### src/rtl/dram_seq_pkg.sv
package dram_seq_pkg;
  typedef enum logic [3:0] {
    ST_IDLE, ST_PRE1, ST_PRE2, ST_ROW, ST_COL1, ST_COL2, ST_REF1, ST_REF2, ST_REF3
  } seq_state_e;

  function automatic logic is_refresh(input logic [1:0] kind);
    return kind[1];
  endfunction

  function automatic logic is_write(input logic [1:0] kind);
    return !kind[1] && kind[0];
  endfunction

  function automatic logic is_read(input logic [1:0] kind);
    return kind == 2'b00;
  endfunction
endpackage

### src/rtl/dram_seq_fsm.sv
module dram_seq_fsm
  import dram_seq_pkg::*;
#(
  parameter int ADDR_W = 16,
  parameter int AREA_W = 2
) (
  input  logic              clk_i,
  input  logic              rst_ni,
  input  logic              req_i,
  input  logic [1:0]        kind_i,
  input  logic [1:0]        lane_i,
  input  logic [ADDR_W-1:0] addr_i,
  input  logic [AREA_W-1:0] area_i,
  input  logic              two_pre_i,
  output seq_state_e        state_o,
  output logic [1:0]        kind_q_o,
  output logic [1:0]        lane_q_o,
  output logic [ADDR_W-1:0] addr_q_o,
  output logic [AREA_W-1:0] area_q_o
);
  seq_state_e state_q, state_d, after_pre;
  logic       two_q;
  logic       accept;

  assign accept    = (state_q == ST_IDLE) && req_i;
  assign after_pre = is_refresh(kind_q_o) ? ST_REF1 : ST_ROW;

  always_comb begin
    state_d = state_q;
    unique case (state_q)
      ST_IDLE: if (req_i) state_d = ST_PRE1;
      ST_PRE1: state_d = two_q ? ST_PRE2 : after_pre;
      ST_PRE2: state_d = after_pre;
      ST_ROW:  state_d = ST_COL1;
      ST_COL1: state_d = ST_COL2;
      ST_COL2: state_d = ST_IDLE;
      ST_REF1: state_d = ST_REF2;
      ST_REF2: state_d = ST_REF3;
      ST_REF3: state_d = ST_IDLE;
      default: state_d = ST_IDLE;
    endcase
  end

  always_ff @(posedge clk_i or negedge rst_ni) begin
    if (!rst_ni) begin
      state_q  <= ST_IDLE;
      two_q    <= 1'b0;
      kind_q_o <= '0;
      lane_q_o <= '0;
      addr_q_o <= '0;
      area_q_o <= '0;
    end else begin
      state_q <= state_d;
      if (accept) begin
        two_q    <= two_pre_i;
        kind_q_o <= kind_i;
        lane_q_o <= lane_i;
        addr_q_o <= addr_i;
        area_q_o <= area_i;
      end
    end
  end

  assign state_o = state_q;
endmodule

### src/rtl/dram_seq_addr_mux.sv
module dram_seq_addr_mux
  import dram_seq_pkg::*;
#(
  parameter int ROW_W = 8,
  parameter int COL_W = 8,
  localparam int ADDR_W = ROW_W + COL_W,
  localparam int MA_W = (ROW_W > COL_W) ? ROW_W : COL_W
) (
  input  seq_state_e        state_i,
  input  logic [ADDR_W-1:0] addr_q_i,
  output logic [MA_W-1:0]   ma_o
);
  logic [ROW_W-1:0] row;
  logic [COL_W-1:0] col;

  assign row = addr_q_i[COL_W +: ROW_W];
  assign col = addr_q_i[COL_W-1:0];

  always_comb begin
    unique case (state_i)
      ST_ROW:           ma_o = MA_W'(row);
      ST_COL1, ST_COL2: ma_o = MA_W'(col);
      default:          ma_o = '0;
    endcase
  end
endmodule

### src/rtl/dram_seq_strobe.sv
module dram_seq_strobe
  import dram_seq_pkg::*;
#(
  parameter int NUM_AREA = 4,
  localparam int AREA_W = (NUM_AREA > 1) ? $clog2(NUM_AREA) : 1
) (
  input  seq_state_e          state_i,
  input  logic [1:0]          kind_q_i,
  input  logic [1:0]          lane_q_i,
  input  logic [AREA_W-1:0]   area_q_i,
  output logic [NUM_AREA-1:0] ras_n_o,
  output logic                ucas_n_o,
  output logic                lcas_n_o,
  output logic                we_n_o,
  output logic                dout_en_o,
  output logic                busy_o,
  output logic                done_o
);
  logic ras_phase, col_phase, ref_phase, wr;

  assign wr        = is_write(kind_q_i);
  assign col_phase = (state_i == ST_COL1) || (state_i == ST_COL2);
  assign ref_phase = (state_i == ST_REF1) || (state_i == ST_REF2) || (state_i == ST_REF3);
  assign ras_phase = (state_i == ST_ROW) || col_phase ||
                     (state_i == ST_REF2) || (state_i == ST_REF3);

  for (genvar g = 0; g < NUM_AREA; g++) begin : g_ras
    assign ras_n_o[g] = !(ras_phase && (area_q_i == AREA_W'(g)));
  end

  // refresh: CAS leads RAS by one state; access: CAS only in last column state
  assign ucas_n_o  = !(ref_phase || ((state_i == ST_COL2) && lane_q_i[1]));
  assign lcas_n_o  = !(ref_phase || ((state_i == ST_COL2) && lane_q_i[0]));
  assign we_n_o    = !(wr && col_phase);
  assign dout_en_o = wr && ((state_i == ST_ROW) || col_phase);
  assign busy_o    = state_i != ST_IDLE;
  assign done_o    = (state_i == ST_COL2) || (state_i == ST_REF3);
endmodule

### src/rtl/dram_cycle_seq.sv
module dram_cycle_seq
  import dram_seq_pkg::*;
#(
  parameter int NUM_AREA = 4,
  parameter int ROW_W    = 8,
  parameter int COL_W    = 8,
  parameter int DATA_W   = 16,
  localparam int ADDR_W  = ROW_W + COL_W,
  localparam int AREA_W  = (NUM_AREA > 1) ? $clog2(NUM_AREA) : 1,
  localparam int MA_W    = (ROW_W > COL_W) ? ROW_W : COL_W
) (
  input  logic                clk_i,
  input  logic                rst_ni,
  input  logic                req_i,
  input  logic [1:0]          req_kind_i,
  input  logic [1:0]          lane_i,
  input  logic [ADDR_W-1:0]   addr_i,
  input  logic [AREA_W-1:0]   area_i,
  input  logic                two_pre_i,
  input  logic [DATA_W-1:0]   din_i,
  output logic                busy_o,
  output logic                done_o,
  output logic [NUM_AREA-1:0] ras_n_o,
  output logic                ucas_n_o,
  output logic                lcas_n_o,
  output logic                we_n_o,
  output logic                dout_en_o,
  output logic [MA_W-1:0]     ma_o,
  output logic [DATA_W-1:0]   rdata_o,
  output logic                rvalid_o
);
  seq_state_e        state;
  logic [1:0]        kind_q, lane_q;
  logic [ADDR_W-1:0] addr_q;
  logic [AREA_W-1:0] area_q;

  dram_seq_fsm #(.ADDR_W(ADDR_W), .AREA_W(AREA_W)) u_fsm (
    .clk_i, .rst_ni, .req_i,
    .kind_i(req_kind_i), .lane_i, .addr_i, .area_i, .two_pre_i,
    .state_o(state), .kind_q_o(kind_q), .lane_q_o(lane_q),
    .addr_q_o(addr_q), .area_q_o(area_q)
  );

  dram_seq_addr_mux #(.ROW_W(ROW_W), .COL_W(COL_W)) u_mux (
    .state_i(state), .addr_q_i(addr_q), .ma_o
  );

  dram_seq_strobe #(.NUM_AREA(NUM_AREA)) u_strb (
    .state_i(state), .kind_q_i(kind_q), .lane_q_i(lane_q), .area_q_i(area_q),
    .ras_n_o, .ucas_n_o, .lcas_n_o, .we_n_o, .dout_en_o, .busy_o, .done_o
  );

  always_ff @(posedge clk_i or negedge rst_ni) begin
    if (!rst_ni) begin
      rdata_o  <= '0;
      rvalid_o <= 1'b0;
    end else begin
      rvalid_o <= 1'b0;
      if (state == ST_COL2 && is_read(kind_q)) begin
        rdata_o  <= din_i;
        rvalid_o <= 1'b1;
      end
    end
  end
endmodule

### config.mk
export PLATFORM = sky130hd
export DESIGN_NAME = dram_cycle_seq
export DESIGN_NICKNAME = d
export VERILOG_FILES = /design/src/rtl/dram_seq_pkg.sv /design/src/rtl/dram_seq_fsm.sv /design/src/rtl/dram_seq_addr_mux.sv /design/src/rtl/dram_seq_strobe.sv /design/src/rtl/dram_cycle_seq.sv
export SDC_FILE = /design/constraint.sdc
export NUM_CORES = 1
export LEC_CHECK = 0
export ABC_AREA = 1
export BUFFER_PORTS_ARGS = -buffer_cell sky130_fd_sc_hd__buf_2
export CORE_MARGIN = 5
export CORE_UTILIZATION = 54
export CTS_BUF_LIST = sky130_fd_sc_hd__clkbuf_2 sky130_fd_sc_hd__clkbuf_4 sky130_fd_sc_hd__clkbuf_8
export CTS_CLUSTER_SIZE = 12
export DETAILED_ROUTE_END_ITERATION = 8
export GPL_ROUTABILITY_DRIVEN = 1
export PLACE_DENSITY = 0.84
export RECOVER_POWER = 50
export SETUP_SLACK_MARGIN = 0.05
export SLEW_MARGIN = 0
export SYNTH_ARGS = -nofsm -noshare
export SYNTH_HDL_FRONTEND = slang
export SYNTH_SLANG_ARGS = --single-unit
export TNS_END_PERCENT = 100
### constraint.sdc
create_clock -name clk_i -period 2.4 [get_ports clk_i]
set_input_delay 0.24 -clock clk_i [delete_from_list [all_inputs] [get_ports clk_i]]
set_output_delay 0.24 -clock clk_i [all_outputs]
set_load 0.1 [all_outputs]
==> flow_metrics.py, run 1 <==
metrics = {
    "critical_path": {
        "worstReg2RegEnd": "u_fsm.addr_q_o[1]$_DFFE_PN0P_",
        "crit_path_cell_trace": "nor2_4 > nand3_2 > nand2_2 > and3_1 > buf_2",
        "setup.worst_path.end_class": "output pin",
        "slowest_delay_ns": 0.45,
        "cpMaxStageDelayCell": "dfrtp_1",
        "reg2reg_slack_ns": 0.79,
        "critPathKind": "reg -> out",
        "reg2regPathDepth": 5,
        "path_buf_inv": 1,
        "cp_data_required_time_ns": 2.16,
        "worst-endpoint-arrival_ns": 1.95,
        "critPathMaxFanout": 10,
        "reg2reg_from": "u_fsm.state_o[1]$_DFFE_PN0P_",
        "startpoint_type": "flop",
        "path_delay_family": "simple AND/OR/NAND/NOR gates",
    },
    "cts": {
        "clk_path_buf_depth": 2,
        "cts_hold_buf": 0,
        "cts.sinks": 44,
        "clock_latency_ns": 0.29,
        "clkSlewWorstSetupHoldPaths_ns": 0.07,
        "htree_levels": 2,
        "clockRootBuffer": "clkbuf_8",
        "post_cts_resize_count": 0,
        "numCtsBuffers": 5,
        "cts_tree": "built",
        "cts_setup_buffers": 0,
    },
    "detailed_routing": {
        "drc": 0,
        "route.vias.total": 1710,
        "first_pass_iters": 4,
        "vias_per_cell": 4.83,
        "wl_per_cell_um": 11.8,
        "dr.first_iter.drc_count": 91,
        "antenna_left": 0,
        "finalWirelength_mm": 4.19,
    },
    "place": {
        "gp_congestion": 0.826,
        "placed_cells": 346,
        "port_buffers": 76,
        "place_hpwl_mm": 3.28,
        "detailedPlace.worstSlack_ns": 0.534,
    },
    "cells_and_area": {
        "syn_to_final_growth_pct": 22.9,
        "fin_util_pct": 68.1,
        "stdcell_count": 354,
        "num_antenna_cells": 0,
        "nNetsFinal": 347,
        "drive_gt1_share_pct": 32.7,
    },
    "global_routing": {
        "antenna_found_initial": 0,
        "grt_pass1_wl_mm": 7.18,
        "first_global_vias": 1712,
        "grt_max_degree": 45,
        "grt-ovfl-total": 0,
        "track_usage_pct": 17.5,
    },
    "sta": {
        "finalSetupViolCount": 0,
        "whs_ns": 0.116,
        "rsz0062_at_grt": "no",
        "worst_slew_pin_slew_ns": 1.18,
        "finalHoldViolations": 0,
        "fmax_ghz": 0.456,
        "maxSlewHeadroom_pct": 21.8,
        "final.period_utilization_pct": 91.3,
        "fin_ws_ns": 0.209,
        "finClkSkew_ns": 0.00514,
        "slew_viol_final": 0,
        "fin_crit_ns": 2.19,
    },
    "floorplan": {
        "die_y_um": 71.3,
        "initial_core_util_pct": 55.5,
        "die_area_um2": 5090,
        "coreArea_um2": 3660,
        "io_pins": 77,
        "rows": 22,
        "dieWidth_um": 71.3,
    },
    "outcome": {
        "outcome": "complete, no violations",
    },
    "logic_synthesis": {
        "synth_area_um2": 2030,
        "yosysTopAreaCellShare_pct": 54.2,
        "synth_area_per_cell_um2": 8.91,
        "synth_warnings": 0,
        "synthCells": 228,
        "yosysUniqueCellTypes": 23,
        "yosysSeqAreaShare_pct": 54.2,
        "synthTopCellsByArea": "dfrtp_1 (54%), nand2_1 (14%), inv_1 (4.8%), o21ai_2 (4.3%), nand2_2 (2.5%)",
        "synth_nets": 270,
        "synth-seq-cells": 44,
        "synth.largest_area_cell": "dfrtp_1",
    },
    "run": {
        "cap_violations": 0,
    },
    "min_path": {
        "worst_hold_path_type": "in -> async",
    },
}
[routing by layer]
metal  up-vias  wire, um  track usage [%]
met5         -         0                0
met3         4       277             5.89
met1       787      1720             20.7
met2        46      2140             29.9
li1        873         -                -
met4         0        50             5.85
[sequential cells by signal (all words and copies together) (netlist names)]
signal / count
rdata_o: 16
rvalid_o: 1
u_fsm.addr_q_o: 16
u_fsm.area_q_o: 2
u_fsm.kind_q_o: 2
u_fsm.lane_q_o: 2
u_fsm.state_o: 4
u_fsm.two_q: 1
[cell usage after synthesis]
| cell type | count |
|---|---|
| and3_1 | 1 |
| nand4_1 | 3 |
| o21bai_1 | 1 |
| a21oi_1 | 2 |
| nand2_2 | 8 |
| nand2_1 | 77 |
| nand3_2 | 1 |
| o31ai_1 | 1 |
| inv_6 | 1 |
| o21ai_1 | 9 |
| nor2_8 | 1 |
| o21ai_0 | 10 |
| buf_4 | 1 |
| inv_1 | 26 |
| nor2_4 | 2 |
| o22ai_1 | 8 |
| buf_12 | 1 |
| nor2_1 | 12 |
| nand2_4 | 1 |
| buf_6 | 4 |
| dfrtp_1 | 44 |
| o21ai_2 | 10 |
| nand3_1 | 4 |
[stage by stage]
step	area (um^2)	TNS, ns
finish	2490	0
global route	2490	0
CTS	2510	0
detailed placement	2420	0
global placement	2420	0
floorplan	2050	-1.10
[layout make-up]
| type | instances | area (um^2) |
|---|---|---|
| clock inverters | 2 | 10.0 |
| inverters | 27 | 106 |
| fillers | 310 | 1170 |
| multi-input cells | 151 | 771 |
| repair buffers | 76 | 364 |
| well taps | 48 | 60.1 |
| flip-flops and latches | 44 | 1100 |
| clock buffers | 6 | 82.6 |
[cell usage in the layout, fill, tap and decap left out, drive strengths merged]
cell type,n
inv,27
o31ai,1
o21ai,29
clkbuf,20
and3,1
a21oi,2
o21bai,1
clkinv,2
nand3,5
nor2,15
dfrtp,44
buf,62
o22ai,8
nand4,3
nand2,86
[worst max-delay path by stage]
stage / start / end / slack [ns] / cells after the start
after floorplan: u_fsm.state_o[3]$_DFFE_PN0P_ / ma_o[0] / -0.14 / 5
after global placement: u_fsm.state_o[2]$_DFFE_PN0P_ / dout_en_o / 0.57 / 5
after detailed placement: u_fsm.state_o[3]$_DFFE_PN0P_ / ras_n_o[2] / 0.53 / 7
after CTS: u_fsm.state_o[3]$_DFFE_PN0P_ / dout_en_o / 0.20 / 7
after global routing: u_fsm.state_o[3]$_DFFE_PN0P_ / ras_n_o[2] / 0.06 / 7
final: u_fsm.state_o[2]$_DFFE_PN0P_ / dout_en_o / 0.21 / 5
[cells by family (layout without fill, tap and decap cells)]
family,Yosys count,in the layout,share of synthesized area (%)
AND/OR/NAND/NOR,110,110,24.3
AO/OA/AOI/OAI,41,41,12.7
buffers and inverters,33,111,8.81
flip-flops,44,44,54.2
Power of run 1 is not shown: default switching activity piles up to over one toggle a cycle in this logic, so the estimate is an artifact.
==> inputs of run 2 (changes only) <==
CELL_PAD_IN_SITES_DETAIL_PLACEMENT = 0   (was unset)
CELL_PAD_IN_SITES_GLOBAL_PLACEMENT = 2   (was unset)
CORE_UTILIZATION = 31   (was 54)
MAX_ROUTING_LAYER = met4   (was unset)
==> flow_metrics.py, run 2 (same netlist as run 1, synthesis figures left out) <==
metrics = {
    "outcome": {
        "outcome": "complete, no violations",
    },
    "cells_and_area": {
        "multi_input_area_um2": 771,
        "layout_commonest_cell": "nand2_1",
        "syn_to_final_growth_pct": 25.7,
        "final_area_um2": 2550,
        "stdcell_count": 385,
        "drive_gt1_share_pct": 32.5,
        "fillers": 657,
        "nNetsFinal": 349,
        "final-seq-area_um2": 1100,
        "num_antenna_cells": 0,
        "final_cell_mix": "nand2_1 (78), buf_2 (61), dfrtp_1 (44)",
    },
    "detailed_routing": {
        "drc": 0,
        "wl_per_cell_um": 12.6,
        "route.vias.total": 1681,
        "finalWirelength_mm": 4.85,
        "antenna_left": 0,
        "vias_per_cell": 4.37,
        "first_pass_iters": 4,
        "dr.first_iter.drc_count": 95,
    },
    "cts": {
        "htree_levels": 2,
        "cts_tree": "built",
        "clock_latency_ns": 0.29,
        "clockRootBuffer": "clkbuf_8",
        "numCtsBuffers": 5,
        "cts.sinks": 44,
        "clkSlewWorstSetupHoldPaths_ns": 0.08,
        "cts_setup_buffers": 0,
        "clk_path_buf_depth": 2,
    },
    "critical_path": {
        "worst-endpoint-arrival_ns": 1.93,
        "startpoint_type": "flop",
        "reg2reg_slack_ns": 0.76,
        "critPathMaxFanout": 9,
        "cpMaxStageDelayCell": "buf_2",
        "cpMostUsedCell": "nand2_2",
        "crit_path_cell_trace": "inv_1 > nand2_2 > inv_1 > nand2_2 > nand2_2 > o21ai_2 > buf_2",
        "slowest_delay_ns": 0.44,
        "worstReg2RegEnd": "u_fsm.addr_q_o[13]$_DFFE_PN0P_",
        "reg2reg_from": "u_fsm.state_o[0]$_DFFE_PN0P_",
        "cp_data_required_time_ns": 2.16,
        "reg2regPathDepth": 5,
        "critPathKind": "reg -> out",
        "setup.worst_path.end": "ras_n_o[1]",
        "setup.worst_path.end_class": "output pin",
        "crit_start": "u_fsm.state_o[3]$_DFFE_PN0P_",
    },
    "sta": {
        "final.period_utilization_pct": 90.6,
        "maxSlewHeadroom_pct": 21.2,
        "rsz0062_at_grt": "no",
        "fin_crit_ns": 2.17,
        "worst_slew_pin_slew_ns": 1.19,
        "finClkSkew_ns": 0.00831,
        "fmax_ghz": 0.460,
        "finalSetupViolCount": 0,
        "finalHoldViolations": 0,
        "slew_viol_final": 0,
        "tns_ns": 0,
    },
    "place": {
        "place_area_um2": 2460,
        "placed_cells": 376,
        "port_buffers": 76,
        "gp_congestion": 0.794,
        "place_hpwl_mm": 3.62,
    },
    "floorplan": {
        "coreArea_um2": 6350,
        "die_y_um": 90.9,
        "dieWidth_um": 90.9,
        "rows": 29,
        "initial_core_util_pct": 32.0,
        "io_pins": 77,
        "die_area_um2": 8270,
    },
    "global_routing": {
        "antenna_found_initial": 0,
        "first_global_vias": 1659,
        "grt-ovfl-total": 0,
        "grt_max_degree": 44,
        "track_usage_pct": 12.4,
        "grt_pass1_wl_mm": 8.17,
    },
    "run": {
        "cap_violations": 0,
    },
    "min_path": {
        "hold-path-cell-count": 3,
        "worst_hold_path_type": "in -> reg",
    },
}
[run 2: cell types whose count changed in the layout (fill, tap and decap cells not counted)]
cell           delta
buf_2             -1
dlygate4sd3_1     +1
clkbuf_1          +1
clkbuf_4          +3
clkinv_2          -2
[run 2: metal layers]
metal / up-vias / routed length [um] / global-route usage [%]
li1: 878 / - / -
met5: - / 0 / -
met2: 36 / 2270 / 18.8
met3: 5 / 203 / 3.14
met1: 762 / 2320 / 16.5
met4: 0 / 57 / 3.30
[run 2: worst max-delay path: cells and delay by family, from the launching register on]
family | cells | cell delay [ns]
AO/OA/AOI/OAI | 1 | 0.15
AND/OR/NAND/NOR | 3 | 0.44
flip-flops | 1 | 0.43
buffers and inverters | 3 | 0.62
[run 2: area by class of cell]
class / instances / share of cell area, %
sequential: 44 / 43.1
multi-input combinational: 151 / 30.2
timing repair buffer: 78 / 14.9
inverter: 27 / 4.17
clock buffer: 8 / 3.82
tap: 77 / 3.77
[run 2: how the worst min path moves through the flow]
stage,to,slack [ns],start
after floorplan,rdata_o[0]$_DFFE_PN0P_,-0.06,rst_ni
after global placement,u_fsm.addr_q_o[8]$_DFFE_PN0P_,0.22,rst_ni
after detailed placement,u_fsm.addr_q_o[13]$_DFFE_PN0P_,0.23,rst_ni
after CTS,rdata_o[3]$_DFFE_PN0P_,0.12,din_i[3]
after global routing,rdata_o[10]$_DFFE_PN0P_,0.13,din_i[10]
final,rdata_o[8]$_DFFE_PN0P_,0.14,din_i[8]
[run 2: what timing repair did]
action,4_1_cts,5_1_grt
gates resized for setup,0,1
endpoints found under the hold margin,20,0
setup endpoints to repair,0,1
hold buffers,1,0
[run 2: metrics by stage]
step                      setup WS [ns]  hold WS, ns  utilization (%)
final                             0.226        0.140             40.2
after global routing             0.0846        0.130             40.2
after CTS                         0.174        0.118             40.5
after detailed placement          0.505        0.229             38.8
after global placement            0.543        0.223             38.8
after floorplan                  -0.138      -0.0556                -
Power of run 2 is left out for the same reason.
